==> src/rtl/duty_sp_pkg.sv <==
package duty_sp_pkg;

  typedef enum logic [1:0] {
    STEP_HOLD = 2'd0,
    STEP_UP   = 2'd1,
    STEP_DOWN = 2'd2
  } step_e;

  localparam int unsigned BTN_UP = 0;
  localparam int unsigned BTN_DN = 1;
  localparam int unsigned BTN_N  = 2;

  // Resolve one clock's requests into a single step, honouring the stops.
  function automatic step_e resolve_step(input logic up_req, input logic dn_req,
                                         input logic at_top, input logic at_bottom);
    step_e s;
    s = STEP_HOLD;
    if (up_req && !dn_req && !at_top)    s = STEP_UP;
    if (dn_req && !up_req && !at_bottom) s = STEP_DOWN;
    return s;
  endfunction

endpackage

==> src/rtl/btn_sync_filter.sv <==
module btn_sync_filter #(
  parameter int unsigned SYNC_STAGES   = 2,
  parameter int unsigned STABLE_CYCLES = 16,
  parameter bit          ACTIVE_HIGH   = 1'b1
) (
  input  logic clk,
  input  logic rst_n,
  input  logic raw,
  output logic level,
  output logic released
);
  localparam int unsigned RUN_W = $clog2(STABLE_CYCLES + 1);
  localparam logic [RUN_W-1:0] RUN_LAST = RUN_W'(STABLE_CYCLES - 1);
  localparam logic IDLE_LVL = ACTIVE_HIGH ? 1'b0 : 1'b1;

  logic [SYNC_STAGES-1:0] sync_q;
  logic                   synced;
  logic                   pressed_q;
  logic [RUN_W-1:0]       run_q;
  logic                   rel_q;
  logic                   synced_pressed;

  always_ff @(posedge clk or negedge rst_n) begin
    if (!rst_n) sync_q <= {SYNC_STAGES{IDLE_LVL}};
    else        sync_q <= {sync_q[SYNC_STAGES-2:0], raw};
  end

  assign synced         = sync_q[SYNC_STAGES-1];
  assign synced_pressed = ACTIVE_HIGH ? synced : ~synced;

  // Stable-sample filter: a differing level must persist STABLE_CYCLES clocks.
  always_ff @(posedge clk or negedge rst_n) begin
    if (!rst_n) begin
      pressed_q <= 1'b0;
      run_q     <= '0;
      rel_q     <= 1'b0;
    end else begin
      rel_q <= 1'b0;
      if (synced_pressed == pressed_q) begin
        run_q <= '0;
      end else if (run_q == RUN_LAST) begin
        run_q     <= '0;
        pressed_q <= synced_pressed;
        rel_q     <= pressed_q & ~synced_pressed;
      end else begin
        run_q <= run_q + 1'b1;
      end
    end
  end

  assign level    = pressed_q;
  assign released = rel_q;

endmodule

==> src/rtl/setpoint_counter.sv <==
module setpoint_counter
  import duty_sp_pkg::*;
#(
  parameter int unsigned CNT_W    = 4,
  parameter int unsigned TOP_CODE = 9
) (
  input  logic             clk,
  input  logic             rst_n,
  input  logic             inc_req,
  input  logic             dec_req,
  output logic [CNT_W-1:0] value,
  output logic             at_top,
  output logic             at_bottom
);
  localparam logic [CNT_W-1:0] TOP_V = CNT_W'(TOP_CODE);

  logic [CNT_W-1:0] value_q;
  step_e            step;

  assign at_top    = (value_q == TOP_V);
  assign at_bottom = (value_q == '0);
  assign step      = resolve_step(inc_req, dec_req, at_top, at_bottom);

  always_ff @(posedge clk or negedge rst_n) begin
    if (!rst_n) begin
      value_q <= '0;
    end else begin
      unique case (step)
        STEP_UP:   value_q <= value_q + 1'b1;
        STEP_DOWN: value_q <= value_q - 1'b1;
        default:   value_q <= value_q;
      endcase
    end
  end

  assign value = value_q;

endmodule

==> src/rtl/duty_setpoint_ctrl.sv <==
module duty_setpoint_ctrl
  import duty_sp_pkg::*;
#(
  parameter int unsigned CNT_W         = 4,
  parameter int unsigned TOP_CODE      = 9,
  parameter int unsigned STABLE_CYCLES = 16,
  parameter bit          ACTIVE_HIGH   = 1'b1
) (
  input  logic             clk,
  input  logic             rst_n,
  input  logic             btn_up_raw,
  input  logic             btn_dn_raw,
  output logic [CNT_W-1:0] duty_set,
  output logic             stop_up,
  output logic             stop_dn
);
  logic [BTN_N-1:0] raw_vec;
  logic [BTN_N-1:0] lvl_vec;
  logic [BTN_N-1:0] rel_vec;
  logic             rel_up;
  logic             rel_dn;

  assign raw_vec[BTN_UP] = btn_up_raw;
  assign raw_vec[BTN_DN] = btn_dn_raw;

  for (genvar b = 0; b < BTN_N; b++) begin : g_btn
    btn_sync_filter #(
      .SYNC_STAGES  (2),
      .STABLE_CYCLES(STABLE_CYCLES),
      .ACTIVE_HIGH  (ACTIVE_HIGH)
    ) u_filt (
      .clk     (clk),
      .rst_n   (rst_n),
      .raw     (raw_vec[b]),
      .level   (lvl_vec[b]),
      .released(rel_vec[b])
    );
  end

  assign rel_up = rel_vec[BTN_UP];
  assign rel_dn = rel_vec[BTN_DN];

  setpoint_counter #(
    .CNT_W   (CNT_W),
    .TOP_CODE(TOP_CODE)
  ) u_cnt (
    .clk      (clk),
    .rst_n    (rst_n),
    .inc_req  (rel_up),
    .dec_req  (rel_dn),
    .value    (duty_set),
    .at_top   (stop_up),
    .at_bottom(stop_dn)
  );

endmodule

==> config.mk <==
export PLATFORM = sky130hd
export DESIGN_NAME = duty_setpoint_ctrl
export DESIGN_NICKNAME = d
export VERILOG_FILES = /design/src/rtl/duty_sp_pkg.sv /design/src/rtl/btn_sync_filter.sv /design/src/rtl/setpoint_counter.sv /design/src/rtl/duty_setpoint_ctrl.sv
export SDC_FILE = /design/constraint.sdc
export NUM_CORES = 1
export LEC_CHECK = 0
export ABC_AREA = 1
export BUFFER_PORTS_ARGS = -buffer_cell sky130_fd_sc_hd__buf_2
export CAP_MARGIN = 20
export CORE_MARGIN = 1
export CORE_UTILIZATION = 60
export CTS_CLUSTER_DIAMETER = 100
export DETAILED_ROUTE_END_ITERATION = 7
export PLACE_DENSITY = 0.81
export SETUP_SLACK_MARGIN = 0.02
export SLEW_MARGIN = 20
export SYNTH_ARGS = -nofsm -noshare
export SYNTH_HDL_FRONTEND = slang
export SYNTH_SLANG_ARGS = --single-unit
==> constraint.sdc <==
create_clock -name clk -period 2.5 [get_ports clk]
set_clock_uncertainty 0.05 [all_clocks]
set_input_delay 0.25 -clock clk [delete_from_list [all_inputs] [get_ports clk]]
set_output_delay 0.25 -clock clk [all_outputs]
set_load 0.05 [all_outputs]
==> results of run 1 <==
-- Yosys cell counts, types with 2 or more instances --
master,number
nand2_2,3
nand2_4,2
nor2_1,12
xor2_1,2
nand3_1,8
ha_1,6
o21ai_0,2
inv_2,9
dfrtp_1,22
inv_1,16
nor2_2,3
o21ai_1,2
nand2_1,22
-- flip-flops by register name, indices dropped and copies added (netlist names) --
name,flops
u_cnt.value,4
g_btn.u_filt.level,2
g_btn.u_filt.released,2
g_btn.u_filt.run_q,10
g_btn.u_filt.sync_q,4
-- worst max-delay path by stage --
stage                            endpoint                  startpoint  slack (ns)
2_1_floorplan  u_cnt.value[3]$_DFFE_PN0P_  u_cnt.value[1]$_DFFE_PN0P_        0.58
3_3_place_gp   u_cnt.value[3]$_DFFE_PN0P_  u_cnt.value[1]$_DFFE_PN0P_        0.78
4_1_cts        u_cnt.value[3]$_DFFE_PN0P_  u_cnt.value[2]$_DFFE_PN0P_        0.68
3_5_place_dp   u_cnt.value[3]$_DFFE_PN0P_  u_cnt.value[2]$_DFFE_PN0P_        0.69
5_1_grt        u_cnt.value[3]$_DFFE_PN0P_  u_cnt.value[1]$_DFFE_PN0P_        0.54
6_report       u_cnt.value[3]$_DFFE_PN0P_  u_cnt.value[2]$_DFFE_PN0P_        0.68
-- through the flow --
step,power (mW),setup slack (ns),std cells,hold slack [ns],area [um2]
CTS,0.673,0.681,148,0.319,1210
global placement,0.404,0.781,141,0.184,1130
global route,0.691,0.539,148,0.330,1210
floorplan,0.393,0.584,116,-0.0956,1070
finish,0.667,0.678,148,0.313,1210
detailed placement,0.406,0.691,141,0.188,1130
-- per-layer routing --
| layer | part of all wire | routed length [um] | up-vias | GRT usage |
|---|---|---|---|---|
| li1 | - | - | 383 | - |
| met1 | 0.48 | 760 | 341 | 0.237 |
| met2 | 0.46 | 734 | 16 | 0.321 |
| met3 | 0.024 | 38 | 7 | 0.0245 |
| met4 | 0.030 | 48 | 0 | 0.121 |
| met5 | 0 | 0 | - | 0 |
-- worst max-delay path, stage by stage, from the launching register on --
cell	delay (ns)
dfrtp_1	0.47
nor2_4	0.15
nand3_4	0.10
nand2_4	0.11
inv_2	0.06
ha_1	0.31
nor2_1	0.10
inv_1	0.04
nand2_1	0.07
inv_1	0.04
nand2_1	0.07
nand2_1	0.05
nand2_1	0.05
nand2_1	0.05
-- cell type report --
cell class,instances,area [um2],share of cell area
Clock buffer,3,22.5,0.0186
Clock inverter,1,30.0,0.0247
Inverter,25,93.8,0.0773
Multi-Input combinational cell,69,422,0.347
Sequential cell,22,551,0.454
Tap cell,16,20.0,0.0165
Timing Repair Buffer,12,75.1,0.0619
-- power by group through the flow --
stage          clock network (mW)  registers, mW  logic, mW
2_1_floorplan                   0          0.378     0.0145
4_1_cts                     0.270          0.373     0.0303
3_3_place_gp                    0          0.379     0.0252
6_report                    0.265          0.373     0.0293
5_1_grt                     0.282          0.374     0.0344
3_5_place_dp                    0          0.380     0.0268
-- logic make-up after synthesis --
| group | Yosys count | share of synthesized area |
|---|---|---|
| simple gates | 53 | 0.250 |
| buf+inv | 25 | 0.0880 |
| flops | 22 | 0.516 |
| fa+ha+maj | 7 | 0.0892 |
| compound gates | 6 | 0.0317 |
| xor+xnor | 3 | 0.0247 |
==> results by group, run 1 <==
Detailed routing
  • Detailed Routing Iterations Pass 1: 6
  • Drt wl/cell: 10.7 um
  • Final WL: 1580 um
  • Via density: between 5 and 6
  • Number of DRC markers in iteration 0: 11
  • Vias: ~750
  • Post-route DRC violation count: 0
  • Post-route ant nets: 0

Clocking
  • Post-CTS Hold Buffers: 3
  • Clock transition at the registers of the reported paths: ~0.11 ns
  • CTS root buffer: clkbuf_4
  • CTS tree: done
  • Total setup buffers inserted after CTS: 0
  • Clock Latency Late Sink: 0.30 ns
  • Sink Count: 22
  • Num CTS Buffers: 3
  • Post-CTS resize count: 0
  • CTS max path bufs: 2
  • H-Tree Level Count: 1

Critical path
  • R2R setup slack: about 0.68 ns
  • Crit path max fanout: 5
  • Crit path DAT: just under 2 ns
  • Critical R2R Capture: u_cnt.value[3]$_DFFE_PN0P_
  • Startpoint Class: flip-flop
  • Crit Path Class: flip-flop to flip-flop
  • Data required, critical path: 2.66 ns
  • Reg2Reg Depth: 13
  • R2r startpoint: u_cnt.value[2]$_DFFE_PN0P_
  • Crit end category: flip-flop

Min path
  • Min-Delay Path Depth: 0
  • Worst min-delay path category: flip-flop to flip-flop
  • Hold path start: g_btn[0].u_filt.sync_q[0]$_DFF_PN0_
  • Hold Crit Endpoint: g_btn[0].u_filt.sync_q[1]$_DFF_PN0_

Timing
  • Max_slew headroom: 0.679
  • Worst Tran Pin Value: just under 0.5 ns
  • F_max: 0.549 GHz
  • Slew Viols, Final: 0
  • TNS Setup: 0 ns
  • Fin crit period: 1.82 ns
  • Fin crit share: 0.729
  • Final setup viols: 0
  • Hold Violations, Final: 0
  • RSZ-0062 raised after global routing: no

Cells and area
  • Layout cell share with drive strength beyond 1: 0.258
  • # nets final: 144
  • Fill count: 105
  • Area delta synth->final: 13.8%
  • Utilization after layout: 0.770
  • Ant diodes: 0
  • Most frequent cells in the layout: 22 x nand2_1, 22 x dfrtp_1, 16 x inv_1, 12 x nor2_1

Global routing
  • Vias in the first global route: between 600 and 700
  • Global-route wire length before repair: 2630 um
  • All-Layer GR Usage: 0.192
  • Initial antenna violation count: 0
  • Largest net degree at the start of global routing: 23
  • Total grt overflow: 0

Floorplan
  • Initial Util: 0.676
  • Io pins: 10
  • Std cell rows: 14
  • Total die area: 1950 um2
  • Std-Cell Core Area: 1580 um2
  • Overall die height: 44.2 um
  • Width of the die: approximately 44 um

Status
  • Status: complete, no violations

Synthesis
  • Synth Area per Inst: ~9.2 um2
  • Count of cell types in the netlist: 20
  • Synth Cell Area: around 1100 um2
  • Register bit count reported by yosys: 22
  • Yosys warns: 0
  • Dominant cells by area after synthesis: dfrtp_1 52%, nand2_1 7.7%, ha_1 7.0%
  • Largest area contributor in the netlist: dfrtp_1
  • Post-synth ARST share: 1.00
  • Mapped Cells: ~120
  • Sequential share of the synthesized area: 0.516
  • Mapped Nets: ~130
  • EDFF count, synth: 0
  • Top-area cell type share of the netlist area: 0.516
  • Main synth FF type: dfrtp_1

Placed design
  • GPL Wtd Cong: 0.801
  • Hpwl dp: 1180 um
  • PortBufs: 9

Pwr
  • Clock Power Share: 0.397
  • Reg power frac: 0.559
  • Lkg Pwr: between 0.7 and 0.8 nW
  • PD cells: 549 nW/um2
  • Combinational share of power: 0.044
  • P_sw: 127 uW
  • Internal: 540 uW
  • Switch share: 0.190
  • Max VDD drop: ~0.00037 V

Job
  • Max-cap violations: 0
(Power assumes the default switching activity.)
==> run 2: changes to the inputs <==
--- a/config.mk
+++ b/config.mk
@@ -9,10 +9,10 @@
 export BUFFER_PORTS_ARGS = -buffer_cell sky130_fd_sc_hd__buf_2
 export CAP_MARGIN = 20
 export CORE_MARGIN = 1
-export CORE_UTILIZATION = 60
+export CORE_UTILIZATION = 51
 export CTS_CLUSTER_DIAMETER = 100
 export DETAILED_ROUTE_END_ITERATION = 7
-export PLACE_DENSITY = 0.81
+export PLACE_DENSITY = 0.73
 export SETUP_SLACK_MARGIN = 0.02
 export SLEW_MARGIN = 20
 export SYNTH_ARGS = -nofsm -noshare
==> constraint.sdc (replaced) <==
create_clock -name clk -period 1.6 [get_ports clk]
set_clock_uncertainty 0.05 [all_clocks]
set_input_delay 0.16 -clock clk [delete_from_list [all_inputs] [get_ports clk]]
set_output_delay 0.16 -clock clk [all_outputs]
set_load 0.05 [all_outputs]
==> run 2 against run 1 <==
  * Critical path depth fell by 7
  * The flow now finishes with violations (setup timing)
  * Utilization shrank 8.0 points
  * First-iteration DRC count shrank 73%
==> results by group, run 2 (synthesis gave the netlist of run 1 again) <==
Critical path
  • Crit end category: output port
  • Crit Path Class: flip-flop to output port
  • Largest stage delay on the critical path: approximately 0.44 ns
  • Data required, critical path: 1.39 ns
  • Crit path max fanout: 2
  • Startpoint Class: flip-flop
  • Critical Path Most Common Cell: buf_4
  • Crit path DAT: 1.40 ns
  • Crit-path slowest cell: dfrtp_2
  • Crit path buf inv count: 4
  • Cells along the critical path: nor2_4 -> buf_4 -> buf_4 -> nand2_2 -> inv_1 -> buf_6
  • CP top delay family: buffers and inverters

Timing
  • Fin crit period: 1.61 ns
  • Max_slew headroom: 0.679
  • Fin crit share: 1.00
  • Final setup viols: 2
  • F_max: slightly above 0.6 GHz
  • Setup ws final: -0.00649 ns
  • Hold Violations, Final: 0
  • Slew Viols, Final: 0
  • Worst Tran Pin Value: 0.481 ns
  • RSZ-0062 raised after global routing: yes

Global routing
  • Largest net degree at the start of global routing: 23
  • Initial antenna violation count: 0
  • All-Layer GR Usage: 0.172
  • Vias in the first global route: 654
  • Total grt overflow: 0
  • Global-route wire length before repair: 2590 um

Floorplan
  • Total die area: 2280 um2
  • Overall die height: 47.7 um
  • Width of the die: 47.7 um
  • Std-Cell Core Area: 1960 um2
  • Io pins: 10
  • Initial Util: 0.543
  • Std cell rows: 16

Detailed routing
  • Final WL: around 1800 um
  • Detailed Routing Iterations Pass 1: 3
  • Drt wl/cell: 10.7 um
  • Vias: 772
  • Post-route ant nets: 0
  • Via density: 4.62
  • Number of DRC markers in iteration 0: 3
  • Post-route DRC violation count: 0

Placed design
  • PortBufs: 9
  • Hpwl dp: 1330 um
  • Place WS: -0.0168 ns
  • GPL Wtd Cong: about 0.84
  • DP Area: about 1200 um2

Clocking
  • Num CTS Buffers: 3
  • Clock Latency Late Sink: between 0.3 and 0.4 ns
  • CTS max path bufs: 2
  • Clock transition at the registers of the reported paths: 0.13 ns
  • CTS root buffer: clkbuf_4
  • Sink Count: 22
  • H-Tree Level Count: 1
  • CTS tree: done

Status
  • Status: finished with violations
  • Failing checks: setup timing

Cells and area
  • Max reg flops: 10
  • Layout cell share with drive strength beyond 1: 0.379
  • Commonest non-fill, non-tap cell in the layout: nand2_1
  • Fin area: 1350 um2
  • Area delta synth->final: 27.0%
  • Most frequent cells in the layout: 21 x nand2_1, 18 x dfrtp_1, 14 x inv_1, 11 x nor2_1, 10 x inv_2
  • Biggest register: g_btn.u_filt.run_q
  • Ant diodes: 0
  • # nets final: ~150

Pwr
  • Max VDD drop: 0.000634 V
  • Lkg Pwr: around 0.76 nW
  • Pwr Total: 1.05 mW
  • PD cells: 779 nW/um2

Job
  • Max-cap violations: 0

Min path
  • Worst min-delay path category: primary input to async pin
run 2: path summary, 6_finish.rpt:
kind | start | end | slack (ns) | cells after the start
max reg2reg | u_cnt.value[2]$_DFFE_PN0P_ | u_cnt.value[3]$_DFFE_PN0P_ | 0 | 13
max | u_cnt.value[2]$_DFFE_PN0P_ | stop_up | -0.006 | 6
max in group asynchronous | rst_n | u_cnt.value[0]$_DFFE_PN0P_ | 0.87 | 2
min in group clk | g_btn[1].u_filt.sync_q[0]$_DFF_PN0_ | g_btn[1].u_filt.sync_q[1]$_DFF_PN0_ | 0.32 | 0
min | rst_n | u_cnt.value[3]$_DFFE_PN0P_ | 0.27 | 2
min reg2reg | g_btn[1].u_filt.sync_q[0]$_DFF_PN0_ | g_btn[1].u_filt.sync_q[1]$_DFF_PN0_ | 0.32 | 0
run 2: per-layer routing:
layer / vias up / routed length, um / GRT usage
met1: 359 / 796 / 0.198
met5: - / 0 / 0
met3: 2 / 47 / 0.0340
met2: 11 / 920 / 0.303
li1: 400 / - / -
met4: 0 / 14 / 0.0833
run 2: area by class of cell:
cell class	count	area [um2]
Multi-Input combinational cell	69	464
Timing Repair Buffer	20	151
Inverter	25	96.3
Clock inverter	1	30.0
Clock buffer	3	22.5
Fill cell	168	608
Tap cell	27	33.8
Sequential cell	22	556
run 2: worst register-to-register path, stage by stage, from the launching register on:
cell and delay [ns]:
dfrtp_2 0.44, nor2_4 0.14, nand3_4 0.08, nand2_4 0.09, inv_4 0.05, ha_4 0.21
nor2_2 0.07, inv_1 0.04, nand2_1 0.07, inv_1 0.04, nand2_1 0.07, nand2_1 0.05
nand2_1 0.05, nand2_1 0.05
run 2: through the flow:
step | cells | util | setup TNS (ns) | hold WS, ns
6_report | 167 | 0.690 | -0.00900 | 0.270
5_1_grt | 167 | 0.690 | -0.194 | 0.320
4_1_cts | 166 | 0.673 | -0.0218 | 0.284
3_5_place_dp | 158 | 0.623 | -0.0168 | 0.0930
3_3_place_gp | 158 | 0.623 | 0 | 0.0895
2_1_floorplan | 116 | - | -0.176 | -0.186
run 2: repair_timing:
| item | 4_1_cts | 5_1_grt |
|---|---|---|
| setup buffers | 1 | 1 |
| hold buffers | 3 | 0 |
| endpoints found under the hold margin | 24 | 0 |
| pin swaps | 3 | 2 |
| setup endpoints to repair | 3 | 4 |
| resized for setup | 3 | 7 |
run 2: report_power, final:
part / internal (mW) / leakage, nW / switching (mW)
Sequential: 0.573 / 0.286 / 0.00890
Combinational: 0.0180 / 0.444 / 0.0282
Clock: 0.253 / 0.0279 / 0.173
Total: 0.844 / 0.758 / 0.210
==> run 3: changes to the inputs <==
--- a/config.mk
+++ b/config.mk
@@ -17,4 +17,5 @@
 export SLEW_MARGIN = 20
 export SYNTH_ARGS = -nofsm -noshare
 export SYNTH_HDL_FRONTEND = slang
+export SYNTH_HIERARCHICAL = 1
 export SYNTH_SLANG_ARGS = --single-unit
==> run 3 against run 2 <==
  * The flow still finishes with violations (setup timing)
  * Power is 17% lower
  * Combinational power is 3% higher
  * Maximum frequency is 2.9% lower
  * Utilization is 2.6 points higher
  * Synthesized cell count is 8.6% higher
  * Via count is 9.5% higher
  * Final area is 8.0% higher
  * Flip-flop and latch count stayed put
  * Area after synthesis is 7.7% higher
  * Setup slack worse by 0.049 ns
  * Global-route usage is 1.1 points higher
  * Critical endpoint is now u_cnt/value[3]$_DFFE_PN0P_
==> results by group, run 3 <==
Status
  • Status: finished with violations
  • Failing checks: setup timing

Cells and area
  • Ant diodes: 0
  • Biggest register: g_btn.u_filt/run_q
  • Max reg flops: 10
  • Area delta synth->final: 27.3%
  • # nets final: 167
  • Commonest non-fill, non-tap cell in the layout: inv_1
  • Sequential Area: 556 um2
  • Non-filler cells, final: 179
  • Layout cell share with drive strength beyond 1: 0.414
  • Fill count: 151
  • Multi-input gate area: 557 um2
  • Most frequent cells in the layout: 19 x inv_1, 18 x dfrtp_1, 16 x nand2_1, 13 x nand2_2, 10 x buf_4

Detailed routing
  • Number of DRC markers in iteration 0: 9
  • Vias: 845
  • Detailed Routing Iterations Pass 1: 4
  • Final WL: roughly 1900 um
  • Post-route DRC violation count: 0
  • Drt wl/cell: 10.5 um
  • Post-route ant nets: 0
  • Via density: ~4.7

Critical path
  • Data required, critical path: 1.76 ns
  • Cells along the critical path: nor2_4 -> nand3_4 -> nand2_4 -> inv_4 -> ha_4 -> nor2_1 -> inv_1 -> nand2_2 -> inv_2 -> nand2_2 -> nand2_1 -> nand2_1 -> nand2_1
  • Crit path DAT: roughly 1.8 ns
  • Startpoint Class: flip-flop
  • Crit path buf inv count: 3
  • Crit path max fanout: 3
  • Crit-path slowest cell: dfrtp_2
  • Critical Path Most Common Cell: nand2_1
  • Crit Path Class: flip-flop to flip-flop
  • Crit end category: flip-flop
  • Largest stage delay on the critical path: between 0.4 and 0.5 ns
  • CP top delay family: simple AND/OR/NAND/NOR gates

Timing
  • Hold Violations, Final: 0
  • Fin crit share: 1.03
  • Fin crit period: about 1.7 ns
  • Slew Viols, Final: 0
  • Final setup viols: 2
  • Worst Tran Pin Value: between 0.4 and 0.5 ns
  • Setup ws final: -0.0553 ns
  • F_max: 0.604 GHz
  • RSZ-0062 raised after global routing: yes
  • Max_slew headroom: 0.689
  • TNS Setup: -0.0860 ns

Floorplan
  • Initial Util: 0.563
  • Width of the die: 49.5 um
  • Overall die height: 49.5 um
  • Total die area: 2450 um2
  • Std-Cell Core Area: 2040 um2
  • Io pins: 10
  • Std cell rows: 16

Job
  • Max-cap violations: 0

Pwr
  • Lkg Pwr: 0.768 nW
  • Pwr Total: 877 uW
  • Max VDD drop: 0.000480 V
  • PD cells: 600 nW/um2

Placed design
  • GPL Wtd Cong: a little under 0.8
  • PortBufs: 9
  • Hpwl dp: 1350 um
  • Placed insts: 168

Synthesis
  • Sequential share of the synthesized area: 0.479
  • EDFF count, synth: 0
  • Synth Cell Area: roughly 1100 um2
  • Mapped Nets: 139
  • Top-area cell type share of the netlist area: 0.479
  • Register bit count reported by yosys: 22
  • Dominant cells by area after synthesis: dfrtp_1 48%, ha_1 8.7%, inv_1 8.2%
  • Main synth FF type: dfrtp_1
  • Yosys warns: 6
  • Synth Area per Inst: 9.12 um2
  • Post-synth ARST share: 1.00
  • Count of cell types in the netlist: 18
  • Mapped Cells: between 100 and 150
  • Largest area contributor in the netlist: dfrtp_1
  • Synth cell count leaders: 25 x inv_1, 22 x dfrtp_1, 21 x nand2_1
  • Most frequent cell after synthesis: inv_1

Min path
  • Worst min-delay path category: primary input to async pin

Clocking
  • CTS max path bufs: 2
  • H-Tree Level Count: 1
  • Sink Count: 22
  • CTS tree: done
  • Clock Latency Late Sink: 0.30 ns
  • CTS root buffer: clkbuf_4
  • Clock transition at the registers of the reported paths: 0.11 ns
  • Num CTS Buffers: 3

Global routing
  • Vias in the first global route: 852
  • Initial antenna violation count: 0
  • Busiest grt layer: met2
  • Met2 Usage GRT: 0.313
  • All-Layer GR Usage: 0.183
  • Grt met1 use: 0.220
  • Total grt overflow: 0
  • M3 GR Usage: 0.0370
  • Global-route wire length before repair: 3390 um
  • Largest net degree at the start of global routing: 23
run 3: worst paths after layout:
path	startpoint	endpoint	slack (ns)	cells past startpoint
worst max-delay path	u_cnt/value[2]$_DFFE_PN0P_	u_cnt/value[3]$_DFFE_PN0P_	-0.06	13
worst min-delay path	rst_n	g_btn[1].u_filt/run_q[1]$_DFF_PN0_	0.28	2
worst max register to register	u_cnt/value[2]$_DFFE_PN0P_	u_cnt/value[3]$_DFFE_PN0P_	-0.06	13
worst min register to register	g_btn[1].u_filt/sync_q[0]$_DFF_PN0_	g_btn[1].u_filt/sync_q[1]$_DFF_PN0_	0.31	0
max in group asynchronous	rst_n	u_cnt/value[3]$_DFFE_PN0P_	0.88	2
min in group clk	g_btn[1].u_filt/sync_q[0]$_DFF_PN0_	g_btn[1].u_filt/sync_q[1]$_DFF_PN0_	0.31	0
run 3: layout make-up:
type | instances | share of cell area
clock buffers | 3 | 0.0154
inverters | 27 | 0.0710
multi-input cells | 77 | 0.381
flip-flops and latches | 22 | 0.380
well taps | 27 | 0.0231
repair buffers | 23 | 0.130
run 3: worst register-to-register path: cells and delay by family (launching register included):
family                   cells  cell delay, ns
adder cells (fa/ha/maj)      1            0.21
flip-flops                   1            0.44
buffers and inverters        3            0.14
AND/OR/NAND/NOR              9            0.72
run 3: report_power, final:
group          internal [mW]  leakage [nW]  switching (mW)
combinational         0.0189         0.468          0.0288
sequential             0.573         0.286          0.0141
clock                 0.0878        0.0138           0.155
run 3: logic make-up (layout without fill, tap and decap cells):
family,Yosys count,in the layout,synth area share
AOI/OAI and AO/OA,8,8,0.0425
xor gates and xnor gates,1,1,0.00763
adders and majority gates,9,9,0.105
buffers and inverters,27,53,0.0882
DFF,22,22,0.479
and+or+nand+nor,59,59,0.278
run 3: routing by layer:
| metal | share of wire | routed length, um |
|---|---|---|
| met1 | 0.45 | 854 |
| met2 | 0.51 | 952 |
| met3 | 0.025 | 47 |
| met4 | 0.015 | 29 |
| met5 | 0 | 0 |
run 3: stage by stage:
step                area [um2]  worst slack [ns]   util  hold slack [ns]
floorplan                 1190            -0.154      -           -0.186
global placement          1330            0.0260  0.649           0.0972
detailed placement        1330           -0.0383  0.649           0.0952
CTS                       1390           -0.0538  0.681            0.290
global route              1460            -0.127  0.716            0.316
finish                    1460           -0.0553  0.716            0.278
run 3: what timing repair did:
action                                  CTS  global route
endpoints found under the setup margin    4             5
hold endpoints to repair                 24             0
gates resized for setup                   2            18
buffers inserted                          1             4
hold buffers                              3             0
pin swaps                                 3            13
